[src/rtl/ws_pkg.sv]
package ws_pkg;
  localparam int NDL      = 5;
  localparam int DL_B5OFF = 0;
  localparam int DL_B4ON  = 1;
  localparam int DL_B4OFF = 2;
  localparam int DL_B0ON  = 3;
  localparam int DL_B0OFF = 4;

  localparam int POS_B0 = 0;
  localparam int POS_B4 = 4;
  localparam int POS_B5 = 5;
endpackage

[src/rtl/ws_wrap_fix.sv]
module ws_wrap_fix
  import ws_pkg::*;
#(
  parameter int TW = 32
) (
  input  logic [TW-1:0]          tick_i,
  input  logic [TW-1:0]          ts_i,
  input  logic [NDL-1:0][TW-1:0] dl_i,
  output logic [NDL-1:0][TW-1:0] dl_o,
  output logic                   wrap_o
);
  assign wrap_o = tick_i < ts_i;

  for (genvar g = 0; g < NDL; g++) begin : g_dl
    assign dl_o[g] = (wrap_o && (dl_i[g] > ts_i)) ? '0 : dl_i[g];
  end
endmodule

[src/rtl/ws_write_update.sv]
module ws_write_update
  import ws_pkg::*;
#(
  parameter int TW        = 32,
  parameter int ACT_TICKS = 8,
  parameter int B4_HOLD   = 16,
  parameter int B0_STEP   = 24
) (
  input  logic [TW-1:0]          tick_i,
  input  logic [NDL-1:0][TW-1:0] dl_i,
  output logic [NDL-1:0][TW-1:0] dl_o
);
  localparam logic [TW-1:0] ACT_V  = TW'(ACT_TICKS);
  localparam logic [TW-1:0] HOLD_V = TW'(B4_HOLD);
  localparam logic [TW-1:0] STEP_V = TW'(B0_STEP);

  logic b4_lapsed, b0_lapsed;

  always_comb begin
    b4_lapsed = dl_i[DL_B4OFF] < tick_i;
    b0_lapsed = dl_i[DL_B0OFF] < tick_i;
    dl_o = dl_i;
    dl_o[DL_B5OFF] = tick_i + ACT_V;
    if (b4_lapsed) dl_o[DL_B4ON] = tick_i + ACT_V;
    dl_o[DL_B4OFF] = (b4_lapsed ? tick_i : dl_i[DL_B4OFF]) + HOLD_V;
    if (b0_lapsed) begin
      dl_o[DL_B0ON]  = tick_i + STEP_V;
      dl_o[DL_B0OFF] = tick_i + STEP_V + STEP_V;
    end else begin
      dl_o[DL_B0OFF] = dl_i[DL_B0OFF] + STEP_V;
    end
  end
endmodule

[src/rtl/ws_status_eval.sv]
module ws_status_eval
  import ws_pkg::*;
#(
  parameter int TW        = 32,
  parameter int SW        = 32,
  parameter int ACT_TICKS = 8
) (
  input  logic [TW-1:0]          tick_i,
  input  logic [NDL-1:0][TW-1:0] dl_i,
  input  logic [SW-1:0]          base_i,
  output logic [SW-1:0]          status_o
);
  localparam logic [TW:0] ACT_X = (TW+1)'(ACT_TICKS);

  logic [TW:0] near_lim;
  logic        b4_far, b5, b4, b0;

  always_comb begin
    near_lim = {1'b0, tick_i} + ACT_X;
    b4_far   = {1'b0, dl_i[DL_B4OFF]} > near_lim;
    b5       = tick_i < dl_i[DL_B5OFF];
    b4       = (dl_i[DL_B4OFF] > tick_i) && !b4_far && (dl_i[DL_B4ON] <= tick_i);
    b0       = (dl_i[DL_B0OFF] > tick_i) && (dl_i[DL_B0ON] <= tick_i);
    status_o = base_i;
    status_o[POS_B0] = b0;
    status_o[POS_B4] = b4;
    status_o[POS_B5] = b5;
  end
endmodule

[src/rtl/wr_activity_status.sv]
module wr_activity_status
  import ws_pkg::*;
#(
  parameter int TW        = 32,
  parameter int SW        = 32,
  parameter int ACT_TICKS = 8,
  parameter int B4_HOLD   = 16,
  parameter int B0_STEP   = 24
) (
  input  logic          clk,
  input  logic          rst_n,
  input  logic [TW-1:0] tick_i,
  input  logic          wr_stb_i,
  input  logic          rd_stb_i,
  output logic [SW-1:0] rd_status_o,
  input  logic          base_we_i,
  input  logic [SW-1:0] base_wdata_i
);
  localparam logic [SW-1:0] OWN_MASK =
    (SW'(1) << POS_B0) | (SW'(1) << POS_B4) | (SW'(1) << POS_B5);

  logic [TW-1:0]          ts_q;
  logic [NDL-1:0][TW-1:0] dl_q, dl_fix, dl_wr;
  logic [SW-1:0]          base_q, status_now;
  logic                   wrap_now;

  ws_wrap_fix #(.TW(TW)) u_fix (
    .tick_i(tick_i), .ts_i(ts_q), .dl_i(dl_q), .dl_o(dl_fix), .wrap_o(wrap_now)
  );

  ws_write_update #(.TW(TW), .ACT_TICKS(ACT_TICKS), .B4_HOLD(B4_HOLD),
                    .B0_STEP(B0_STEP)) u_upd (
    .tick_i(tick_i), .dl_i(dl_fix), .dl_o(dl_wr)
  );

  ws_status_eval #(.TW(TW), .SW(SW), .ACT_TICKS(ACT_TICKS)) u_eval (
    .tick_i(tick_i), .dl_i(dl_fix), .base_i(base_q), .status_o(status_now)
  );

  always_ff @(posedge clk) begin
    if (!rst_n) begin
      ts_q        <= '0;
      dl_q        <= '0;
      base_q      <= '0;
      rd_status_o <= '0;
    end else begin
      if (wr_stb_i) begin
        ts_q <= tick_i;
        dl_q <= dl_wr;
      end else begin
        dl_q <= dl_fix;
      end
      if (base_we_i) base_q <= base_wdata_i;
      if (rd_stb_i) rd_status_o <= status_now;
    end
  end

  // output only moves on a read
  a_r10_hold_without_read: assert property (@(posedge clk) disable iff (!rst_n)
    !rd_stb_i |=> $stable(rd_status_o));

  // bit-5 deadline sits a fixed distance after the write stamp
  a_r1_b5_distance: assert property (@(posedge clk) disable iff (!rst_n)
    wr_stb_i |=> (dl_q[DL_B5OFF] - ts_q) == TW'(ACT_TICKS));

  // bit-4 off-deadline is at least one hold after the write stamp
  a_r3_b4_span: assert property (@(posedge clk) disable iff (!rst_n)
    wr_stb_i |=> (dl_q[DL_B4OFF] - ts_q) >= TW'(B4_HOLD));

  // after a wrap cycle without a write, nothing lies past the stamp
  a_r7_wrap_clears: assert property (@(posedge clk) disable iff (!rst_n)
    (tick_i < ts_q) && !wr_stb_i |=>
      (dl_q[DL_B5OFF] <= ts_q) && (dl_q[DL_B0OFF] <= ts_q) && (dl_q[DL_B4OFF] <= ts_q));

  // base bits pass through untouched on a read
  a_r9_base_pass: assert property (@(posedge clk) disable iff (!rst_n)
    rd_stb_i |=> (rd_status_o & ~OWN_MASK) == ($past(base_q) & ~OWN_MASK));
endmodule

[config.mk]
export PLATFORM = sky130hd
export DESIGN_NAME = wr_activity_status
export DESIGN_NICKNAME = d
export VERILOG_FILES = /design/src/rtl/ws_pkg.sv /design/src/rtl/ws_wrap_fix.sv /design/src/rtl/ws_write_update.sv /design/src/rtl/ws_status_eval.sv /design/src/rtl/wr_activity_status.sv
export SDC_FILE = /design/constraint.sdc
export NUM_CORES = 1
export LEC_CHECK = 0
export BUFFER_PORTS_ARGS = -buffer_cell sky130_fd_sc_hd__buf_2
export CORE_ASPECT_RATIO = 1.1
export CORE_MARGIN = 2
export CORE_UTILIZATION = 44
export CTS_CLUSTER_DIAMETER = 50
export CTS_CLUSTER_SIZE = 10
export DETAILED_ROUTE_END_ITERATION = 16
export MAX_ROUTING_LAYER = met4
export PLACE_DENSITY_LB_ADDON = 0.15
export RECOVER_POWER = 50
export SYNTH_ARGS = -nofsm -noshare
export SYNTH_HDL_FRONTEND = slang
export SYNTH_SLANG_ARGS = --single-unit
[constraint.sdc]
create_clock -name clk -period 6.3 [get_ports clk]
set_clock_uncertainty 0.1 [all_clocks]
set_input_delay 0.315 -clock clk [delete_from_list [all_inputs] [get_ports clk]]
set_output_delay 0.315 -clock clk [all_outputs]
set_load 0.02 [all_outputs]
Word-level counts from Yosys, hierarchy flattened
Cells that the tools add are included.
{"block": "word_totals", "n_memories": 0, "mem_bits_rw": 0, "input_bits": 69, "latchBits": 0, "romBits": 0, "regBits": 256, "elab_cells": 47, "out_inout_bits": 32}
{"block": "op_classes", "n_mul": 0, "n_eq_ne": 0, "n_div": 0, "shifts": 0, "bitwise": 0, "n_lt_le_gt_ge": 14, "muxes": 10, "addsub": 6, "reduce_logical": 9}
{"cell": "2-to-1 mux 32 bit", "count": 9}
{"cell": "greater-than comparator 32 bit", "count": 7}
{"cell": "2-to-1 mux 160 bit", "count": 1}
{"cell": "adder 32 x 5 -> 32 bit, second input constant", "count": 4}
{"cell": "< comparator 32 bit", "count": 4}
{"cell": "less-or-equal comparator 32 bit", "count": 2}
{"cell": "adder 32 x 4 -> 33 bit, second input constant", "count": 1}
{"cell": "greater-than comparator 32 x 33 -> 1 bit", "count": 1}
{"cell": "adder 32 x 4 -> 32 bit, second input constant", "count": 1}
{"cell": "logical AND 1 bit", "count": 8}
{"cell": "zero test 1 bit", "count": 1}

Logic depth before layout (Yosys ltp)
Gate-level depths: netlist (run 1).
{"block": "depth", "depth_word": 7, "depth_mapped": 34, "mapped_depth_nobuf": 27}

Hierarchy
Synthesis (run 1) repeated with hierarchy kept, for this count alone.
{"block": "unflattened", "hier_cells": 3071, "area_unflattened_um2": 26486.7}
{"mod": "wr_activity_status", "seq_area_each_um2": 5124.9, "n_inst": 1, "area_per_inst_um2": 9868.2, "cells_per_inst": 826}
{"mod": "ws_write_update", "seq_area_each_um2": 0.0, "n_inst": 1, "area_per_inst_um2": 5969.5, "cells_per_inst": 890}
{"mod": "ws_wrap_fix", "seq_area_each_um2": 0.0, "n_inst": 1, "area_per_inst_um2": 5604.1, "cells_per_inst": 700}
{"mod": "ws_status_eval", "seq_area_each_um2": 0.0, "n_inst": 1, "area_per_inst_um2": 5044.8, "cells_per_inst": 655}

Worst setup path after synthesis (run 1)
No wires, ideal clock.
{"block": "synth_path", "path_kind": "register -> register", "startpoint": "reg ts_q[7]", "endpoint": "reg dl_q[92] in the netlist's numbering", "setup_ns": 0.064, "synth_period_minus_slack_ns": 6.740, "setup_slack_ns": -0.440, "n_path_buf": 7, "path_stages_with_launch": 35, "required_ns": 6.136, "t_arrival_ns": 6.576, "cell_sequence": "dfxtp_1 inv_1 ha_1 and2_1 a221oi_1 o21ai_1 a2111oi_2 o21a_2 nand3_2 buf_2 clkbuf_1 clkbuf_1 nand2_1 inv_1 ha_1 and4_1 and2_1 a221oi_1 o21ai_1 nor2_1 buf_2 buf_2 clkbuf_1 buf_1 nand2_1 o21ai_0 ha_1 nand3_1 nor2_1 nand2_1 nor3_1 o21ai_1 or2_2 or4_1 nand3_1"}
{"block": "synth_between", "elab_chain_len": 7, "elab_cells_between_ends": 8, "cone_classes": "add/sub: 1; order compare: 3; mux: 3; reduce/logical: 1"}
{"item": "start: declaration", "line_no": "wr_activity_status.sv:22", "rtl": "logic [TW-1:0] ts_q;"}
{"item": "start signal: assignment", "line_no": "wr_activity_status.sv:48", "rtl": "ts_q <= tick_i;"}
{"item": "< comparator 32 bit or greater-than comparator 32 bit (tied branches)", "line_no": "ws_wrap_fix.sv:12, ws_wrap_fix.sv:15"}
{"item": "logical AND 1 bit *", "line_no": "ws_wrap_fix.sv:15", "rtl": "assign dl_o[g] = (wrap_o && (dl_i[g] > ts_i)) ? '0 : dl_i[g];"}
{"item": "2-to-1 mux 32 bit *", "line_no": "ws_wrap_fix.sv:15"}
{"item": "< comparator 32 bit", "line_no": "ws_write_update.sv:20", "rtl": "b4_lapsed = dl_i[DL_B4OFF] < tick_i;"}
{"item": "2-to-1 mux 32 bit", "line_no": "ws_write_update.sv:25", "rtl": "dl_o[DL_B4OFF] = (b4_lapsed ? tick_i : dl_i[DL_B4OFF]) + HOLD_V;"}
{"item": "adder 32 x 5 -> 32 bit", "line_no": "ws_write_update.sv:25"}
{"item": "2-to-1 mux 160 bit *", "line_no": "wr_activity_status.sv:47", "rtl": "if (wr_stb_i) begin"}
{"item": "end signal: assignment", "line_no": "wr_activity_status.sv:49", "rtl": "dl_q <= dl_wr;"}
{"item": "end signal: assignment", "line_no": "wr_activity_status.sv:51", "rtl": "dl_q <= dl_fix;"}
{"item": "end: declaration", "line_no": "wr_activity_status.sv:23", "rtl": "logic [NDL-1:0][TW-1:0] dl_q, dl_fix, dl_wr;"}
Every way passes the cells marked *; elsewhere a longest branch is shown, timed or not.
A chain may end at the register's enable or synchronous reset.

Worst setup path in the final report (run 1)
{"block": "layout_path", "startpoint": "reg ts_q[7]", "endpoint": "reg dl_q[94] in the netlist's numbering"}
Same word-level chain as after synthesis.

==> results of run 1 <==
## logic make-up after synthesis
logic type	after synthesis
simple gates	896
xor+xnor	63
fa+ha+maj	383
buf+inv	243
mux	105
flops	253
compound gates	729
## worst reg2reg max path, delay by kind of cell (launching register included)
| kind | cells | cell delay (ns) |
|---|---|---|
| AOI/OAI and AO/OA | 8 | 2.06 |
| buffers and inverters | 6 | 0.83 |
| adders and majority gates | 3 | 0.80 |
| and+or+nand+nor | 10 | 1.65 |
| DFF | 1 | 0.32 |
| muxes | 1 | 0.33 |
## worst max path at each step
stage | from | endpoint | slack, ns | depth (start not counted)
after floorplan | ts_q[27] | dl_q[145] | 0.006 | 33
after global placement | tick_i[2] | dl_q[155] | -0.02 | 29
after detailed placement | tick_i[2] | dl_q[94] | -0.12 | 29
after CTS | ts_q[31] | dl_q[94] | -0.01 | 31
after global routing | ts_q[30] | dl_q[94] | -0.08 | 29
final | ts_q[7] | dl_q[94] | 0.12 | 28
## metrics by stage
stage | utilization, % | cell area, sq um | setup WS, ns | hold WS [ns]
after global placement | 50.9 | 25000 | -0.0183 | 0.361
after CTS | 54.7 | 26900 | -0.0108 | 0.0422
final | 55.3 | 27200 | 0.123 | 0.0559
after floorplan | - | 22000 | 0.00582 | 0.341
after global routing | 55.3 | 27200 | -0.0810 | 0.0770
after detailed placement | 50.9 | 25000 | -0.118 | 0.365
## sequential cells by signal, indices dropped and copies added, names as in the netlist
register,cells
ts_q,32
dl_q,160
rd_status_o,32
base_q,29
## per-layer routing
metal	global-route usage (%)	vias up	part of all wire, %	routed length [um]
li1	-	10700	-	-
met1	40.1	10700	42	35500
met2	54.4	804	47	39800
met3	3.76	234	5.8	4920
met4	17.0	0	5.8	4900
met5	-	-	0	0
## synth_stat cells, types with 11 or more instances
cell type  count  area share [%]
xnor2_1       58             2.3
o211ai_1      15            0.51
nor4_1        17            0.48
clkbuf_1      92             1.6
nand2b_1      15            0.43
nor2b_1       59             1.7
o2111ai_1     11            0.44
buf_1         22            0.38
nor2_1       222             3.8
dfxtp_1      253              23
o21ai_0      103             2.4
and2_1        75             2.1
mux2i_1       95             4.3
o21a_1        28            0.96
nor3_1        51             1.2
and3_1        18            0.51
nand3_1       73             1.7
a31oi_1       29            0.83
a21o_1        92             3.1
nand2_1      203             3.5
a211oi_1      41             1.4
nand4_1       99             2.8
inv_1        105             1.8
o22ai_1       13            0.37
and4_1        16            0.64
ha_1         383              22
buf_2         19            0.43
a21oi_1      203             4.6
a221oi_1      12            0.48
o2bb2ai_1     50             2.0
## timing repair
action                                  4_1_cts  5_1_grt
endpoints found under the setup margin        6       36
pin swaps                                     0       22
hold buffers                                 29        0
buffers inserted                              0        5
gates cloned                                  0        3
endpoints found under the hold margin        29        0
gates resized for setup                       4       49
## report_power, final
| group | total, mW | switching (mW) | internal [mW] | leakage, nW |
|---|---|---|---|---|
| Clock | 2.57 | 0.948 | 1.62 | 0.740 |
| Combinational | 2.12 | 1.24 | 0.883 | 9.84 |
| Sequential | 1.84 | 0.109 | 1.73 | 2.08 |
| Total | 6.53 | 2.30 | 4.23 | 12.7 |
## cell type report
| class | count | area [sq um] |
|---|---|---|
| Fill cell | 4602 | 22000 |
| Multi-Input combinational cell | 2176 | 16200 |
| Sequential cell | 253 | 5070 |
| Timing Repair Buffer | 423 | 3180 |
| Clock buffer | 50 | 1160 |
| Tap cell | 652 | 816 |
| Inverter | 107 | 407 |
| Clock inverter | 25 | 367 |
| Antenna cell | 1 | 2.50 |
==> flow_metrics.tcl, run 1 <==
set metrics [dict create \
    status "finished clean" \
    setup_viol 0 \
    tns_ns 0 \
    ios 101 \
    core_area_sq_um 49100 \
    crit_arrival_ns 6.58 \
    hold_depth 4 \
    htreeDepth 2 \
    critPathBufInv 6 \
    grt_pass1_vias 22000 \
    dr_total_vias 22400 \
    syn_to_final_growth_pct 23.9 \
    synth_cell_types 94 \
    grt_setup_unrepaired "true" \
    track_usage_pct 33.1 \
    cts.sinks 253 \
    wirelength_mm 85.1 \
    vias_per_cell 6.08 \
    cp.required_ns 6.70 \
    synth_xor_area_share_pct 2.52 \
    die_h_um 238 \
    crit_slowest_cell "a2111oi_4" \
    final_common_cell "ha_1" \
    drc_errors 0 \
    place_congestion 0.963 \
    ys_ff_latch 253 \
    hold_viol_final 0 \
    post_synth_and_or_nand_nor_area_fraction_pct 20.8 \
    drv_cap 0 \
    leakage_nw 12.7 \
    clock.fmax_ghz 0.162 \
    hpwl_mm 65.3 \
    first_pass_iters 6 \
    cts_tree "built" \
    ant_nets 0 \
    hp-class "input port to flop" \
    muxShareOfSynthArea_pct 4.85 \
    min_to "ts_q[28]" \
    clk_pin_slew_ns 0.05 \
    wire_per_inst_um 23.1 \
    clkLatencyLatePin_ns 0.60 \
    synth_area_sq_um 21900 \
    clockBufferDepth 3 \
    synth-compound-area-share_pct 22.5 \
    cp_top_family "compound AO/OA/AOI/OAI gates" \
    io_buffers 97 \
    relSlewSlack_pct 15.3 \
    synth_area_per_cell_sq_um 8.21 \
    rows 85 \
    critPathLaunchType "flop" \
    final_cells 3687 \
    synth_top_family_by_area "compound AO/OA/AOI/OAI gates" \
    crit_fanout 6 \
    start_util_pct 44.6 \
    synth_nets 3124 \
    drtIter0Drc 1711 \
    r2r-start "ts_q[7]" \
    antenna_found_initial 1 \
    p_total_mw 6.53 \
    ys_warn_count 0 \
    synth_fa_ha_area_share_pct 21.9 \
    worstHoldStart "tick_i[28]" \
    synth_edf_count 0 \
    die_area_sq_um 51600 \
    cts-root-buf "clkbuf_16" \
    crit_type "flop to flop" \
    reg2reg_setup_slack_ns 0.12 \
    dieWidth_um 217 \
    crit-reg2reg-capture "dl_q[94]" \
    grt_start_max_net_pins 88 \
    finalCriticalPeriod_ns 6.18 \
    ff2ff_path_depth 28 \
    final_cell_mix "380 x ha_1, 283 x buf_4, 252 x dfxtp_1, 217 x nor2_1, 202 x a21oi_1" \
    cpPeakStageDelay_ns 0.40 \
    worst_setup_path_end_kind "flop" \
    synth_seq_area_share_pct 23.1 \
    ys_async_sr_fraction_pct 0 \
    ir_worst_vdd_uv 226 \
    fin_nets 3457 \
    drive_above_1_share_pct 18.5 \
    ys.flop_type "dfxtp_1" \
    place_inst 3574 \
    max_slew.worst_pin.slew_ns 1.27 \
    grt_pass1_wl_mm 128 \
    crit_path_frequent_cell "o21ai_2" \
    numCtsBuffers 44 \
    syn_inst 2672 \
    maxSlewViolCount 0 \
    overflow 0 \
    powerDensity_nw_per_um2 240 \
    timing.final.crit_share_pct 98.1 \
]
Note: power is estimated with default switching activity, not from simulation.
==> run 2, diff against run 1 <==
==> constraint.sdc (replaced) <==
create_clock -name clk -period 6 [get_ports clk]
set_clock_uncertainty 0.1 [all_clocks]
set_input_delay 0.3 -clock clk [delete_from_list [all_inputs] [get_ports clk]]
set_output_delay 0.3 -clock clk [all_outputs]
set_load 0.02 [all_outputs]
==> flow_metrics.tcl, run 2 (same netlist as run 1, synthesis figures left out) <==
set metrics [dict create \
    antenna_found_initial 0 \
    wirelength_mm 86.9 \
    powerDensity_nw_per_um2 240 \
    cp.required_ns 6.42 \
    drc_errors 0 \
    reg_top3 "dl_q (160), rd_status_o (32), ts_q (32)" \
    die_h_um 238 \
    syn_to_final_growth_pct 27.9 \
    violations "capacitance limit, slew limit" \
    crit_fanout 8 \
    drv_cap 3 \
    grt_setup_unrepaired "true" \
    place_congestion 0.998 \
    overflow 0 \
    clkLatencyLatePin_ns 0.60 \
    relSlewSlack_pct -61.3 \
    start_util_pct 44.6 \
    fin_nets 3519 \
    crit_slowest_cell "or4_4" \
    grt_use_met1_pct 40.4 \
    hpwl_mm 66.9 \
    numCtsBuffers 44 \
    drtIter0Drc 1613 \
    max_slew.worst_pin.slew_ns 2.42 \
    final_core_util_pct 57.1 \
    clk_pin_slew_ns 0.05 \
    grt_pass1_wl_mm 131 \
    ios 101 \
    cts-root-buf "clkbuf_16" \
    use_met3_pct 4.21 \
    place_ws_ns -0.0898 \
    ff2ff_path_depth 27 \
    drive_above_1_share_pct 21.6 \
    setup_viol 0 \
    crit_arrival_ns 6.42 \
    cts_tree "built" \
    dieWidth_um 217 \
    grt_pass1_vias 22500 \
    timing.final.crit_share_pct 99.9 \
    leakage_nw 12.8 \
    cts.sinks 253 \
    first_pass_iters 5 \
    tns_ns 0 \
    ir_worst_vdd_uv 219 \
    layout_setup_ws_ns 0.00323 \
    busiest_layer "met2" \
    clock.fmax_ghz 0.167 \
    use_met2_pct 55.7 \
    hold-worst-slack_ns 0.0219 \
    hold_viol_final 0 \
    wire_per_inst_um 23.2 \
    grt_start_max_net_pins 87 \
    critPathLaunchType "flop" \
    place_inst 3620 \
    final_cells 3748 \
    track_usage_pct 33.8 \
    diodes 0 \
    dr_total_vias 22800 \
    worst_setup_path_end_kind "flop" \
    cpPeakStageDelay_ns 0.61 \
    core_area_sq_um 49100 \
    die_area_sq_um 51600 \
    finalCriticalPeriod_ns 6.00 \
    maxSlewViolCount 169 \
    ant_nets 0 \
    largest_register_ffs 160 \
    io_buffers 97 \
    rows 85 \
    vias_per_cell 6.09 \
    final_common_cell "ha_1" \
    final_cell_mix "360 x ha_1, 332 x buf_4, 241 x dfxtp_1, 217 x nor2_1, 197 x a21oi_1" \
    hp-class "input port to flop" \
    htreeDepth 2 \
    clockBufferDepth 3 \
    hold_depth 4 \
    status "finished with violations" \
    crit_type "flop to flop" \
    top_register "dl_q" \
]
-- run 2: cell type report --
cell class / count / area, sq um
repair buffers: 484 / 3630
well taps: 652 / 816
clock buffers: 55 / 1200
flip-flops and latches: 253 / 5080
clock inverters: 20 / 170
multi-input cells: 2177 / 16700
inverters: 107 / 424
fillers: 4538 / 21100
-- run 2: worst paths after layout --
check | startpoint | endpoint | slack [ns]
worst max register to register | ts_q[18] | dl_q[92] | 0.003
worst max-delay path | ts_q[18] | dl_q[92] | 0.003
worst min register to register | ts_q[1] | ts_q[1] | 0.38
worst min-delay path | tick_i[28] | ts_q[28] | 0.02
-- run 2: layer usage --
layer / up-vias / routed length, um / part of all wire (%)
met5: - / 0 / 0
met4: 0 / 5440 / 6.3
met3: 277 / 5210 / 6.0
met2: 880 / 40500 / 47
met1: 10900 / 35700 / 41
li1: 10800 / - / -
-- run 2: per-stage QoR --
stage / instance area, sq um / power [mW]
floorplan: 22100 / 3.26
global placement: 25400 / 4.05
detailed placement: 25400 / 4.12
CTS: 27200 / 6.56
global route: 28000 / 7.05
finish: 28000 / 6.72
-- run 2: power breakdown --
part	internal [mW]	switching, mW
clock network	1.42	0.973
registers	1.81	0.119
logic	1.02	1.37
total	4.26	2.46
-- run 2: timing repair --
item                                    in CTS  in global routing
pin swaps                                    4                 53
endpoints found under the setup margin      14                 71
hold endpoints to repair                    29                  0
hold buffers                                29                  0
buffers inserted                             2                 19
cloned                                       1                  2
gates resized for setup                     14                150
-- run 2: worst max-delay path: cells and delay by family (launching register included) --
kind,cells,cell delay (ns)
AND/OR/NAND/NOR,14,3.12
adder cells (fa/ha/maj),3,0.72
buffers and inverters,5,0.70
flip-flops,1,0.33
AO/OA/AOI/OAI,5,0.96
